<file path="config.mk">
export PLATFORM = sky130hd
export DESIGN_NAME = nand_bus_timer
export DESIGN_NICKNAME = d
export VERILOG_FILES = /design/src/rtl/nbt_pkg.sv /design/src/rtl/nbt_regs.sv /design/src/rtl/nbt_phase_seq.sv /design/src/rtl/nbt_rdy_wait.sv /design/src/rtl/nand_bus_timer.sv
export SDC_FILE = /design/constraint.sdc
export NUM_CORES = 1
export LEC_CHECK = 0
export BUFFER_PORTS_ARGS = -buffer_cell sky130_fd_sc_hd__buf_4
export CAP_MARGIN = 20
export CORE_ASPECT_RATIO = 1.2
export CORE_MARGIN = 5
export CORE_UTILIZATION = 30
export DETAILED_ROUTE_END_ITERATION = 8
export PLACE_DENSITY_LB_ADDON = 0.12
export SLEW_MARGIN = 20
export SYNTH_ARGS = -nofsm -noshare
export SYNTH_HDL_FRONTEND = slang
export SYNTH_HIERARCHICAL = 1
export SYNTH_SLANG_ARGS = --single-unit
</file>
<file path="constraint.sdc">
create_clock -name clk_i -period 6.1 [get_ports clk_i]
set_clock_uncertainty 0.1 [all_clocks]
set_input_delay 0 -clock clk_i [delete_from_list [all_inputs] [get_ports clk_i]]
set_output_delay 0 -clock clk_i [all_outputs]
set_load 0.01 [all_outputs]
</file>
<file path="src/rtl/nbt_pkg.sv">
package nbt_pkg;
  localparam int FW     = 4;   // timing field width
  localparam int BW     = 8;   // device bus width
  localparam int RW     = 32;  // register width
  localparam int AW     = 3;   // register address width
  localparam int HALF_W = 4 * FW;

  localparam logic [AW-1:0] A_DATA = 3'd0;
  localparam logic [AW-1:0] A_CMD  = 3'd1;
  localparam logic [AW-1:0] A_ADDR = 3'd2;
  localparam logic [AW-1:0] A_CTRL = 3'd3;
  localparam logic [AW-1:0] A_CFG  = 3'd4;
  localparam logic [AW-1:0] A_STAT = 3'd5;
  localparam logic [AW-1:0] A_TIM  = 3'd6;

  typedef enum logic [1:0] {PH_IDLE, PH_SETUP, PH_STROBE, PH_HOLD} phase_e;
  typedef enum logic [1:0] {K_WDATA, K_CMD, K_ADDR, K_RDATA} kind_e;

  // one direction's timing, msb first
  typedef struct packed {
    logic [FW-1:0] wait_n;
    logic [FW-1:0] width;
    logic [FW-1:0] hold;
    logic [FW-1:0] setup;
  } dir_tim_t;
endpackage

</file>
<file path="src/rtl/nbt_regs.sv">
module nbt_regs
  import nbt_pkg::*;
(
  input  logic          clk_i,
  input  logic          rst_ni,
  input  logic          wr_en_i,
  input  logic [AW-1:0] addr_i,
  input  logic [RW-1:0] wdata_i,
  output logic [RW-1:0] timing_o,
  output logic          ce_force_o,
  output logic          soft_rst_o
);
  assign soft_rst_o = wr_en_i && (addr_i == A_CTRL) && wdata_i[0];

  always_ff @(posedge clk_i or negedge rst_ni) begin
    if (!rst_ni) begin
      timing_o   <= '1;
      ce_force_o <= 1'b0;
    end else if (soft_rst_o) begin
      ce_force_o <= 1'b0;
    end else if (wr_en_i) begin
      if (addr_i == A_CFG) ce_force_o <= wdata_i[0];
      if (addr_i == A_TIM) timing_o   <= wdata_i;
    end
  end
endmodule

</file>
<file path="src/rtl/nbt_phase_seq.sv">
module nbt_phase_seq
  import nbt_pkg::*;
(
  input  logic          clk_i,
  input  logic          rst_ni,
  input  logic          soft_rst_i,
  input  logic          start_i,
  input  kind_e         kind_i,
  input  logic [BW-1:0] byte_i,
  input  dir_tim_t      tim_i,
  input  logic [BW-1:0] dq_i,
  output phase_e        phase_o,
  output kind_e         kind_o,
  output logic [BW-1:0] byte_o,
  output logic [BW-1:0] rd_byte_o,
  output logic [FW-1:0] wait_n_o,
  output logic          cyc_done_o,
  output logic          rd_done_o
);
  logic [FW-1:0] cnt_q;
  dir_tim_t      tim_q;
  logic          last;

  assign last       = (cnt_q == '0);
  assign cyc_done_o = (phase_o == PH_HOLD) && last;
  assign rd_done_o  = cyc_done_o && (kind_o == K_RDATA);
  assign wait_n_o   = tim_q.wait_n;

  always_ff @(posedge clk_i or negedge rst_ni) begin
    if (!rst_ni) begin
      phase_o   <= PH_IDLE;
      kind_o    <= K_WDATA;
      byte_o    <= '0;
      rd_byte_o <= '0;
      cnt_q     <= '0;
      tim_q     <= '0;
    end else if (soft_rst_i) begin
      phase_o <= PH_IDLE;
      cnt_q   <= '0;
    end else begin
      unique case (phase_o)
        PH_IDLE: if (start_i) begin
          phase_o <= PH_SETUP;
          cnt_q   <= tim_i.setup;
          tim_q   <= tim_i;
          kind_o  <= kind_i;
          byte_o  <= byte_i;
        end
        PH_SETUP: if (last) begin
          phase_o <= PH_STROBE;
          cnt_q   <= tim_q.width;
        end else cnt_q <= cnt_q - 1'b1;
        PH_STROBE: if (last) begin
          phase_o <= PH_HOLD;
          cnt_q   <= tim_q.hold;
          if (kind_o == K_RDATA) rd_byte_o <= dq_i;
        end else cnt_q <= cnt_q - 1'b1;
        PH_HOLD: if (last) phase_o <= PH_IDLE;
                 else cnt_q <= cnt_q - 1'b1;
        default: phase_o <= PH_IDLE;
      endcase
    end
  end
endmodule

</file>
<file path="src/rtl/nbt_rdy_wait.sv">
module nbt_rdy_wait
  import nbt_pkg::*;
(
  input  logic          clk_i,
  input  logic          rst_ni,
  input  logic          soft_rst_i,
  input  logic          cyc_active_i,
  input  logic          cyc_done_i,
  input  logic [FW-1:0] wait_n_i,
  input  logic          rb_i,
  output logic          rdy_o
);
  localparam int CW = FW + 1;
  logic [CW-1:0] cnt_q;

  always_ff @(posedge clk_i or negedge rst_ni) begin
    if (!rst_ni) begin
      cnt_q <= '0;
      rdy_o <= 1'b0;
    end else if (soft_rst_i) begin
      cnt_q <= '0;
    end else if (cyc_done_i) begin
      cnt_q <= {wait_n_i, 1'b0};  // 2n clocks
    end else if (cnt_q != '0) begin
      cnt_q <= cnt_q - 1'b1;
      if (cnt_q == CW'(1)) rdy_o <= rb_i;
    end else if (!cyc_active_i) begin
      rdy_o <= rb_i;
    end
  end
endmodule

</file>
<file path="src/rtl/nand_bus_timer.sv">
module nand_bus_timer
  import nbt_pkg::*;
(
  input  logic          clk_i,
  input  logic          rst_ni,
  input  logic          wr_en_i,
  input  logic          rd_en_i,
  input  logic [AW-1:0] addr_i,
  input  logic [RW-1:0] wdata_i,
  output logic          rvalid_o,
  output logic [RW-1:0] rdata_o,
  output logic          busy_o,
  output logic          nand_ce_no,
  output logic          nand_cle_o,
  output logic          nand_ale_o,
  output logic          nand_we_no,
  output logic          nand_re_no,
  output logic [BW-1:0] nand_dq_o,
  output logic          nand_dq_oe_o,
  input  logic [BW-1:0] nand_dq_i,
  input  logic          nand_rb_i
);
  logic [RW-1:0] timing;
  logic          ce_force, soft_rst;
  phase_e        phase;
  kind_e         kind_q, req_kind;
  logic [BW-1:0] byte_q, rd_byte;
  logic [FW-1:0] wait_n;
  logic          cyc_done, rd_done, rdy;
  logic          wr_req, rd_req, start;
  dir_tim_t      tim_sel;

  nbt_regs u_regs (
    .clk_i, .rst_ni, .wr_en_i, .addr_i, .wdata_i,
    .timing_o(timing), .ce_force_o(ce_force), .soft_rst_o(soft_rst)
  );

  assign wr_req = wr_en_i && (addr_i == A_DATA || addr_i == A_CMD || addr_i == A_ADDR);
  assign rd_req = rd_en_i && (addr_i == A_DATA);
  assign start  = !busy_o && !soft_rst && (wr_req || rd_req);

  always_comb begin
    if (wr_req) begin
      unique case (addr_i)
        A_CMD:   req_kind = K_CMD;
        A_ADDR:  req_kind = K_ADDR;
        default: req_kind = K_WDATA;
      endcase
    end else req_kind = K_RDATA;
  end

  assign tim_sel = (req_kind == K_RDATA) ? dir_tim_t'(timing[HALF_W-1:0])
                                         : dir_tim_t'(timing[RW-1:HALF_W]);

  nbt_phase_seq u_seq (
    .clk_i, .rst_ni, .soft_rst_i(soft_rst), .start_i(start),
    .kind_i(req_kind), .byte_i(wdata_i[BW-1:0]), .tim_i(tim_sel),
    .dq_i(nand_dq_i), .phase_o(phase), .kind_o(kind_q), .byte_o(byte_q),
    .rd_byte_o(rd_byte), .wait_n_o(wait_n), .cyc_done_o(cyc_done),
    .rd_done_o(rd_done)
  );

  nbt_rdy_wait u_rdy (
    .clk_i, .rst_ni, .soft_rst_i(soft_rst), .cyc_active_i(busy_o),
    .cyc_done_i(cyc_done), .wait_n_i(wait_n), .rb_i(nand_rb_i), .rdy_o(rdy)
  );

  assign busy_o       = (phase != PH_IDLE);
  assign nand_ce_no   = !(busy_o || ce_force);
  assign nand_cle_o   = busy_o && (kind_q == K_CMD);
  assign nand_ale_o   = busy_o && (kind_q == K_ADDR);
  assign nand_we_no   = !((phase == PH_STROBE) && (kind_q != K_RDATA));
  assign nand_re_no   = !((phase == PH_STROBE) && (kind_q == K_RDATA));
  assign nand_dq_o    = byte_q;
  assign nand_dq_oe_o = busy_o && (kind_q != K_RDATA);

  always_ff @(posedge clk_i or negedge rst_ni) begin
    if (!rst_ni) begin
      rvalid_o <= 1'b0;
      rdata_o  <= '0;
    end else begin
      rvalid_o <= 1'b0;
      if (rd_done) begin
        rvalid_o <= 1'b1;
        rdata_o  <= {{(RW-BW){1'b0}}, rd_byte};
      end else if (rd_en_i && addr_i != A_DATA) begin
        rvalid_o <= 1'b1;
        unique case (addr_i)
          A_CFG:   rdata_o <= {{(RW-1){1'b0}}, ce_force};
          A_STAT:  rdata_o <= {{(RW-1){1'b0}}, rdy};
          A_TIM:   rdata_o <= timing;
          default: rdata_o <= '0;
        endcase
      end
    end
  end
endmodule

</file>
Yosys cells after proc, flatten, opt, wreduce, memory -nomap -nowiden:

Cells that the tools add are included.

* flip-flop bits (word level): 108
* input bits: 48
* output and inout bits: 48
* bits in writable memories: 0
* logic and storage cells: 109
* memory bits (read-only): 0
* memories: 0
* bits in latches: 0

* multipliers: 0
* shift-type cells: 0
* divide/modulo/power cells: 0
* equality and inequality tests: 22
* mux-type cells: 29
* add/subtract/negate cells: 2
* magnitude comparators: 0
* bitwise operators: 2
* reduce and logical (&&, ||, !) cells: 40

Operator list (count)
* one-hot mux 32 bit (3 select lines): 1
* 2-to-1 mux 32 bit: 2
* 2-to-1 mux 4 bit: 5
* 2-to-1 mux 16 bit: 1
* one-hot mux 4 bit (4 select lines): 1
* 2-to-1 mux 5 bit: 3
* logical AND 1 bit: 14
* 2-to-1 mux 2 bit: 6
* AND reduction 4 bit: 3
* == test 2 bit, second input constant: 5
* == test 3 bit, second input constant: 3
* != test 3 x 2 -> 1 bit, second input constant: 3
* 2-to-1 mux 1 bit: 8
* one-hot mux 2 bit (4 select lines): 1
* nonzero test 2 bit: 4
* == test 3 x 2 -> 1 bit, second input constant: 2
* != test 3 bit, second input constant: 2
* AND reduction 3 bit: 2
* nonzero test 3 bit: 2
* == test 5 x 1 -> 1 bit, second input constant: 1
* logical NOT 1 bit: 5
* nonzero test 5 bit: 1
* subtractor 5 x 1 -> 5 bit, second input constant: 1
* == test 2 x 1 -> 1 bit, second input constant: 2
* other kinds (11): 17

Logic depth before layout (Yosys ltp):

Gate-level depths: netlist of the first run.

* depth in word-level cells: 10
* mapped depth: 9

Modules after synthesis:

Netlist of the first run, hierarchy kept.

By module, submodules not included
* nbt_phase_seq: area an instance 1705.4 um^2, cells each 129, times used 1
* nand_bus_timer: area an instance 1617.8 um^2, cells each 125, times used 1
* nbt_regs: area an instance 1423.9 um^2, cells each 76, times used 1
* nbt_rdy_wait: area an instance 360.3 um^2, cells each 36, times used 1

Worst setup path after synthesis of the first run:

OpenSTA, ideal clock, no wires.

* kind: register -> register
* from: reg u_seq.cnt_q[0]
* to: reg rdata_o[4]
* setup time: 126 ps
* setup slack: 3670 ps
* clock period less this slack: 2430 ps
* arrival time: 2204 ps
* required time: 5874 ps
* stages on the path, launching flop included: 10
* cells stage by stage: dfrtp_1 -> inv_1 -> ha_1 -> nor3b_1 -> and2_1 -> and3_1 -> clkbuf_2 -> nor2_4 -> buf_6 -> a221o_1

* cells in the longest elaborated chain, start to end: 4

Ends and longest elaborated chain
* start, declared: line nbt_phase_seq.sv:20 `logic [FW-1:0] cnt_q;`
* start signal, assigned: line nbt_phase_seq.sv:44 `cnt_q <= tim_i.setup;`
* start signal, assigned: line nbt_phase_seq.sv:51 `cnt_q <= tim_q.width;`
* start signal, assigned: line nbt_phase_seq.sv:52 `end else cnt_q <= cnt_q - 1'b1;`
* logical NOT 4 bit (*): line nbt_phase_seq.sv:24 `assign last = (cnt_q == '0);`
* logical AND 1 bit (*): line nbt_phase_seq.sv:25 `assign cyc_done_o = (phase_o == PH_HOLD) && last;`
* via cyc_done: line nand_bus_timer.sv:29 `logic cyc_done, rd_done, rdy;`
* logical AND 1 bit (*): line nbt_phase_seq.sv:26 `assign rd_done_o = cyc_done_o && (kind_o == K_RDATA);`
* via rd_done: line nand_bus_timer.sv:29
* 2-to-1 mux 32 bit / nonzero test 2 bit (equally long branches)
* end signal, assigned: line nand_bus_timer.sv:85 `rdata_o <= {{(RW-BW){1'b0}}, rd_byte};`
* end signal, assigned: line nand_bus_timer.sv:89 `A_CFG: rdata_o <= {{(RW-1){1'b0}}, ce_force};`
* end signal, assigned: line nand_bus_timer.sv:90 `A_STAT: rdata_o <= {{(RW-1){1'b0}}, rdy};`
* end, declared: line nand_bus_timer.sv:11 `output logic [RW-1:0] rdata_o,`

The timed path passes the listed nets; every way through them passes the cells marked *.
A chain may end at the register's enable or synchronous reset.

Worst setup path in the final report of the first run:

* from: reg u_seq.cnt_q[0]
* to: reg rdata_o[3]

The elaborated chain is that of the path after synthesis.

==> results of run 1 <==
[sequential cells by signal, summed over array words and instances, names as in the netlist]
signal and count:
rdata_o 32, u_regs/timing_o 32, u_seq/byte_o 8, u_seq/rd_byte_o 8
u_seq/tim_q 8, u_rdy/cnt_q 5, u_seq/cnt_q 4, u_seq/wait_n_o 4
u_seq/kind_o 2, u_seq/phase_o 2, rvalid_o 1, u_rdy/rdy_o 1
u_regs/ce_force_o 1
[synthesized netlist by cell type, types with 2 or more instances]
| master | n |
|---|---|
| xnor2_1 | 3 |
| and2_1 | 8 |
| mux2_2 | 41 |
| a22oi_1 | 4 |
| buf_6 | 8 |
| mux2i_1 | 2 |
| a21oi_1 | 4 |
| a221o_1 | 9 |
| mux2_4 | 28 |
| nor3_1 | 7 |
| a311oi_1 | 3 |
| o2bb2ai_1 | 2 |
| inv_1 | 13 |
| ha_1 | 8 |
| dfstp_2 | 32 |
| nand2_1 | 13 |
| buf_2 | 2 |
| nor2_1 | 9 |
| buf_4 | 7 |
| o221ai_1 | 3 |
| dfrtp_1 | 76 |
| nor4b_4 | 2 |
| mux2_1 | 10 |
| nand3_1 | 2 |
| nand2b_1 | 5 |
| nor3b_1 | 4 |
| o22ai_1 | 2 |
| a22o_1 | 27 |
| o31ai_1 | 2 |
| nor2b_1 | 3 |
[cell type report]
cell class | instances | area [um^2]
sequential | 108 | 2740
timing repair buffer | 145 | 1200
tap | 216 | 270
clock inverter | 5 | 36.3
inverter | 14 | 52.6
multi-input combinational | 225 | 2150
clock buffer | 11 | 233
fill | 1620 | 10100
[report_power, final]
part / internal (uW) / leakage [uW] / switching, uW / total [uW]
Sequential: 959 / 0.00132 / 177 / 1140
Clock: 280 / 0.000134 / 276 / 556
Combinational: 478 / 0.00166 / 381 / 859
[cell families (layout without fill, tap and decap cells)]
group | count (synthesis) | count (layout)
XOR/XNOR | 3 | 3
AO/OA/AOI/OAI | 67 | 67
AND/OR/NAND/NOR | 66 | 66
buffers and inverters | 33 | 175
multiplexers | 81 | 81
adder cells (fa/ha/maj) | 8 | 8
flip-flops | 108 | 108
[through the flow]
step | instances | setup WS (ps) | util | area [um^2]
after CTS | 724 | 3100 | 0.399 | 6690
after global placement | 662 | 2840 | 0.355 | 5960
after detailed placement | 663 | 3120 | 0.356 | 5970
after floorplan | 366 | 3670 | - | 5110
final | 724 | 3100 | 0.399 | 6690
after global routing | 724 | 2880 | 0.399 | 6690
[how the worst max path moves through the flow]
stage / start / endpoint / slack (ps) / cells after the start
after floorplan: u_seq/cnt_q[0] / rdata_o[4] / 3670 / 9
after global placement: u_seq/phase_o[1] / u_seq/wait_n_o[2] / 2840 / 6
after detailed placement: u_seq/cnt_q[0] / rdata_o[3] / 3120 / 8
after CTS: u_seq/cnt_q[0] / rdata_o[3] / 3100 / 8
after global routing: u_seq/cnt_q[0] / rdata_o[7] / 2880 / 8
final: u_seq/cnt_q[0] / rdata_o[3] / 3100 / 8
[critical path, stage by stage (launching register included)]
cell	delay, ps
dfrtp_1	410
inv_1	90
ha_1	160
nor3b_1	380
and2_1	420
and3_1	560
nor4b_4	190
buf_4	260
a221o_1	310
[what timing repair did]
item,CTS,global route
setup buffers,0,0
hold endpoints to repair,86,0
endpoints found under the setup margin,0,0
hold buffers,45,0
[routing by layer]
metal / track usage / part of all wire
met4: 0.0580 / 0.023
met3: 0.0255 / 0.036
met5: 0 / 0
met1: 0.171 / 0.43
met2: 0.230 / 0.51
==> flow_metrics.tcl, run 1 <==
set metrics [dict create \
    slew_viol_final 0 \
    hp-start "addr_i[1]" \
    hold_viol_final 0 \
    die_w_um 129 \
    cts_buffer_depth 2 \
    synth_compound_area_frac 0.113 \
    port_buffers 95 \
    p_per_area_nw_per_um2 381 \
    yosys.area_share.simple 0.0845 \
    grt_max_degree 75 \
    outcome "completed" \
    synth-seq-cells 108 \
    worstPathArrival_ps 3130 \
    hold-path-cell-count 4 \
    critical_path_class "reg2reg" \
    yosysTopAreaCell "dfrtp_1" \
    antennaDiodeCount 0 \
    viasPerCell 4.81 \
    path_max_fanout 19 \
    cts_resized 0 \
    tns_ps 0 \
    dpl.hpwl_um 9350 \
    max_cap_viol_count 0 \
    dieArea_um2 19700 \
    yosys.area_share.adder 0.0196 \
    cts_buffers 9 \
    core_um2 16800 \
    cts_tree "yes" \
    place.gp.congestion 0.766 \
    rrSetupSlack_ps 3100 \
    clkSinkCount 108 \
    cts-htree-levels 3 \
    yosysUniqueCellTypes 57 \
    antenna_found_initial 0 \
    r2r_end "rdata_o[3]" \
    layout-drive-gt1-share 0.449 \
    dr.pass1.iters 4 \
    start_kind "flop" \
    synth-edff-count 0 \
    netlist_top_cells_area "dfrtp_1 (37%), dfstp_2 (16%), mux2_2 (9.0%)" \
    max_freq_ghz 0.333 \
    ys_warn_count 6 \
    rr_startpoint "u_seq/cnt_q[0]" \
    finalCriticalPeriod_ps 3000 \
    synth-main-ff-cell "dfrtp_1" \
    clk_latency_ps 350 \
    static-leakage-power_uw 0.00311 \
    cp.required_ps 6230 \
    hold_end "u_regs/ce_force_o" \
    seq_area_frac_synth 0.537 \
    ios 96 \
    finalCritPeriodShare 0.492 \
    via_count 3483 \
    wirelength_um 13200 \
    drtIter0Drc 181 \
    setup.worst_path.end_class "flop" \
    netlist_area_um2 5110 \
    clock-root-buffer "clkbuf_16" \
    route.detailed.drc 0 \
    overflow 0 \
    p_total_uw 2550 \
    avgSynthCellArea_um2 14.0 \
    syn_nets 422 \
    final_common_cell "buf_4" \
    worst_pin_slew_ps 937 \
    hold_path.class "in2reg" \
    cts.reportedPaths.clkPinSlew_ps 70 \
    grt_usage 0.137 \
    reg2reg_depth 8 \
    synth_cells 366 \
    mostFrequentLayoutCells "buf_4 (99), dfrtp_1 (76), dlygate4sd3_1 (45)" \
    max_slew_margin 0.375 \
    die_h_um 153 \
    synth_top_area_frac 0.372 \
    setup-violations-final 0 \
    nNetsFinal 559 \
    muxShareOfSynthArea 0.199 \
    rows 52 \
    routedWlPerCell_um 18.2 \
    rsz0062_at_grt "no" \
    antenna_left 0 \
    grt_pass1_wl_um 21000 \
    async_reset_ff_frac 1.00 \
    area_growth_pct 31.0 \
    synth_xor_area_frac 0.00514 \
    start_util 0.304 \
    worst_ir_drop_vdd_mv 0.143 \
    grt_pass1_vias 3733 \
    fin_hold_ws_ps 32.6 \
    synth_top_family_by_area "multiplexers" \
]
(Power assumes the default switching activity.)
==> run 2, diff against run 1 <==
--- a/config.mk
+++ b/config.mk
@@ -5,6 +5,7 @@
 export SDC_FILE = /design/constraint.sdc
 export NUM_CORES = 1
 export LEC_CHECK = 0
+export ABC_AREA = 1
 export BUFFER_PORTS_ARGS = -buffer_cell sky130_fd_sc_hd__buf_4
 export CAP_MARGIN = 20
 export CORE_ASPECT_RATIO = 1.2
==> constraint.sdc (replaced) <==
create_clock -name clk_i -period 2.75 [get_ports clk_i]
set_clock_uncertainty 0.1 [all_clocks]
set_input_delay 0 -clock clk_i [delete_from_list [all_inputs] [get_ports clk_i]]
set_output_delay 0 -clock clk_i [all_outputs]
set_load 0.01 [all_outputs]
==> flow_metrics.tcl, run 2 <==
set metrics [dict create \
    netlist_area_um2 5190 \
    setup.worst_path.end_class "flop" \
    dpl.hpwl_um 9620 \
    path_max_fanout 32 \
    ios 96 \
    max_freq_ghz 0.449 \
    die_w_um 130 \
    die_h_um 154 \
    cts_buffers 9 \
    post_dp_cell_area_um2 6100 \
    worst_pin_slew_ps 721 \
    dieArea_um2 20100 \
    r2r_end "rdata_o[3]" \
    synth-edff-count 0 \
    max_cap_viol_count 0 \
    rows 52 \
    worstPathArrival_ps 2360 \
    critPathLaunch "u_seq/cnt_q[0]" \
    setup-violations-final 0 \
    clock-root-buffer "clkbuf_16" \
    dr.pass1.iters 4 \
    overflow 0 \
    antenna_found_initial 0 \
    grt_pass1_vias 4558 \
    wirelength_um 13600 \
    async_reset_ff_frac 1.00 \
    rr_startpoint "u_seq/cnt_q[0]" \
    finalCritPeriodShare 0.810 \
    grt_pass1_wl_um 22400 \
    rrSetupSlack_ps 520 \
    ys_top_cells_by_count "nand2_1 (222), inv_1 (87), dfrtp_1 (76)" \
    synth-seq-cells 108 \
    cpMostUsedCell "nand2_1" \
    slew_viol_final 0 \
    place.gp.congestion 0.855 \
    static-leakage-power_uw 0.00348 \
    cts_buffer_depth 2 \
    grt_usage 0.142 \
    crit_chain "inv_1, ha_1, nand2_1, nor2_1, nand2_1, nor2_1, inv_1, nand2_2, inv_2, nand2_1, nand3_1" \
    synth_most_common_cell "nand2_1" \
    area_growth_pct 32.5 \
    cp.required_ps 2880 \
    synth_top_area_frac 0.366 \
    start_kind "flop" \
    drtIter0Drc 236 \
    outcome "completed" \
    critical_path_buf_inv_count 3 \
    rsz0062_at_grt "no" \
    antennaDiodeCount 0 \
    cts.reportedPaths.clkPinSlew_ps 70 \
    seq_area_frac_synth 0.528 \
    avgSynthCellArea_um2 8.43 \
    syn_nets 672 \
    cp_slowest_cell "dfrtp_1" \
    worst_ir_drop_vdd_mv 0.370 \
    routedWlPerCell_um 13.9 \
    tns_ps 0 \
    cts-htree-levels 3 \
    mostFrequentLayoutCells "nand2_1 (222), buf_4 (101), inv_1 (87)" \
    ys_warn_count 6 \
    netlist_top_cells_area "dfrtp_1 (37%), dfstp_2 (16%), nand2_1 (16%)" \
    largest_registers "rdata_o (32), u_regs/timing_o (32)" \
    grt_max_degree 65 \
    nNetsFinal 812 \
    finalCriticalPeriod_ps 2230 \
    cp_top_family "simple AND/OR/NAND/NOR gates" \
    hold_viol_final 0 \
    final_common_cell "nand2_1" \
    max_stage_delay_ps 380 \
    port_buffers 95 \
    core_um2 17000 \
    antenna_left 0 \
    synth_cells 616 \
    path_depth 11 \
    reg2reg_depth 11 \
    layout-drive-gt1-share 0.247 \
    critical_path_class "reg2reg" \
    p_per_area_nw_per_um2 820 \
    synth-main-ff-cell "dfrtp_1" \
    via_count 4285 \
    viasPerCell 4.39 \
    max_slew_margin 0.519 \
    yosysTopAreaCell "dfrtp_1" \
    clk_latency_ps 350 \
    start_util 0.306 \
    cts_tree "yes" \
    yosysUniqueCellTypes 31 \
    hold_path.class "in2async" \
    route.detailed.drc 0 \
    clkSinkCount 108 \
    final_area_um2 6880 \
]
## run 2: cell types whose count changed after synthesis, moves of 8 or more
cell / change
nand2_1: +209
inv_1: +74
o21ai_0: +49
mux2_4: -28
a22o_1: -27
nand3_1: +22
mux2_2: -21
nor2_1: +16
o21ai_1: +12
a221o_1: -9
and2_1: -8
mux2_1: -8
## run 2: stage by stage
stage	total power, uW	hold slack (ps)	setup WS, ps	utilization	cells
after floorplan	3660	-396	790	-	616
after global placement	4290	3.85	642	0.359	912
after detailed placement	4350	4.95	507	0.359	912
after CTS	5740	161	491	0.405	977
after global routing	6100	208	255	0.405	977
final	5650	138	521	0.405	977
## run 2: worst register-to-register path: stages, from the launching register on
cell	delay (ps)
dfrtp_1	380
inv_1	120
ha_1	210
nand2_1	70
nor2_1	250
nand2_1	190
nor2_1	180
inv_1	110
nand2_2	90
inv_2	210
nand2_1	130
nand3_1	80
## run 2: where the power goes
part | leakage, uW | internal [uW] | switching [uW]
registers | 0.00130 | 2120 | 345
logic | 0.00203 | 849 | 1050
clock network | 0.000146 | 714 | 569
## run 2: cells by family (layout without fill, tap and decap cells)
group | count (synthesis) | after routing | synth area share
adders and majority gates | 8 | 8 | 0.0193
AOI/OAI and AO/OA | 75 | 75 | 0.0749
and+or+nand+nor | 289 | 289 | 0.231
buffers and inverters | 113 | 258 | 0.0978
xor gates and xnor gates | 1 | 1 | 0.00169
muxes | 22 | 22 | 0.0477
DFF | 108 | 108 | 0.528
## run 2: layout make-up
type | instances | area, um^2
tap | 216 | 270
inverter | 90 | 338
fill | 1714 | 10100
multi-input combinational | 395 | 1950
clock buffer | 15 | 288
timing repair buffer | 152 | 1290
clock inverter | 1 | 5.00
sequential | 108 | 2740
## run 2: how the worst max path moves through the flow
| stage | endpoint | slack (ps) |
|---|---|---|
| after floorplan | rdata_o[3] | 790 |
| after global placement | rdata_o[7] | 640 |
| after detailed placement | rdata_o[1] | 510 |
| after CTS | rdata_o[5] | 490 |
| after global routing | rdata_o[1] | 260 |
| final | rdata_o[3] | 520 |
## run 2: timing repair
action,in CTS,in global routing
hold buffers,49,0
setup endpoints to repair,0,0
resized for setup,0,0
setup buffers,0,0
hold endpoints to repair,90,0
## run 2: layer usage
layer | wire, um | part of all wire | track usage
met1 | 5660 | 0.42 | 0.165
met2 | 7240 | 0.53 | 0.254
met3 | 394 | 0.029 | 0.0222
met4 | 304 | 0.022 | 0.0609
met5 | 0 | 0 | 0
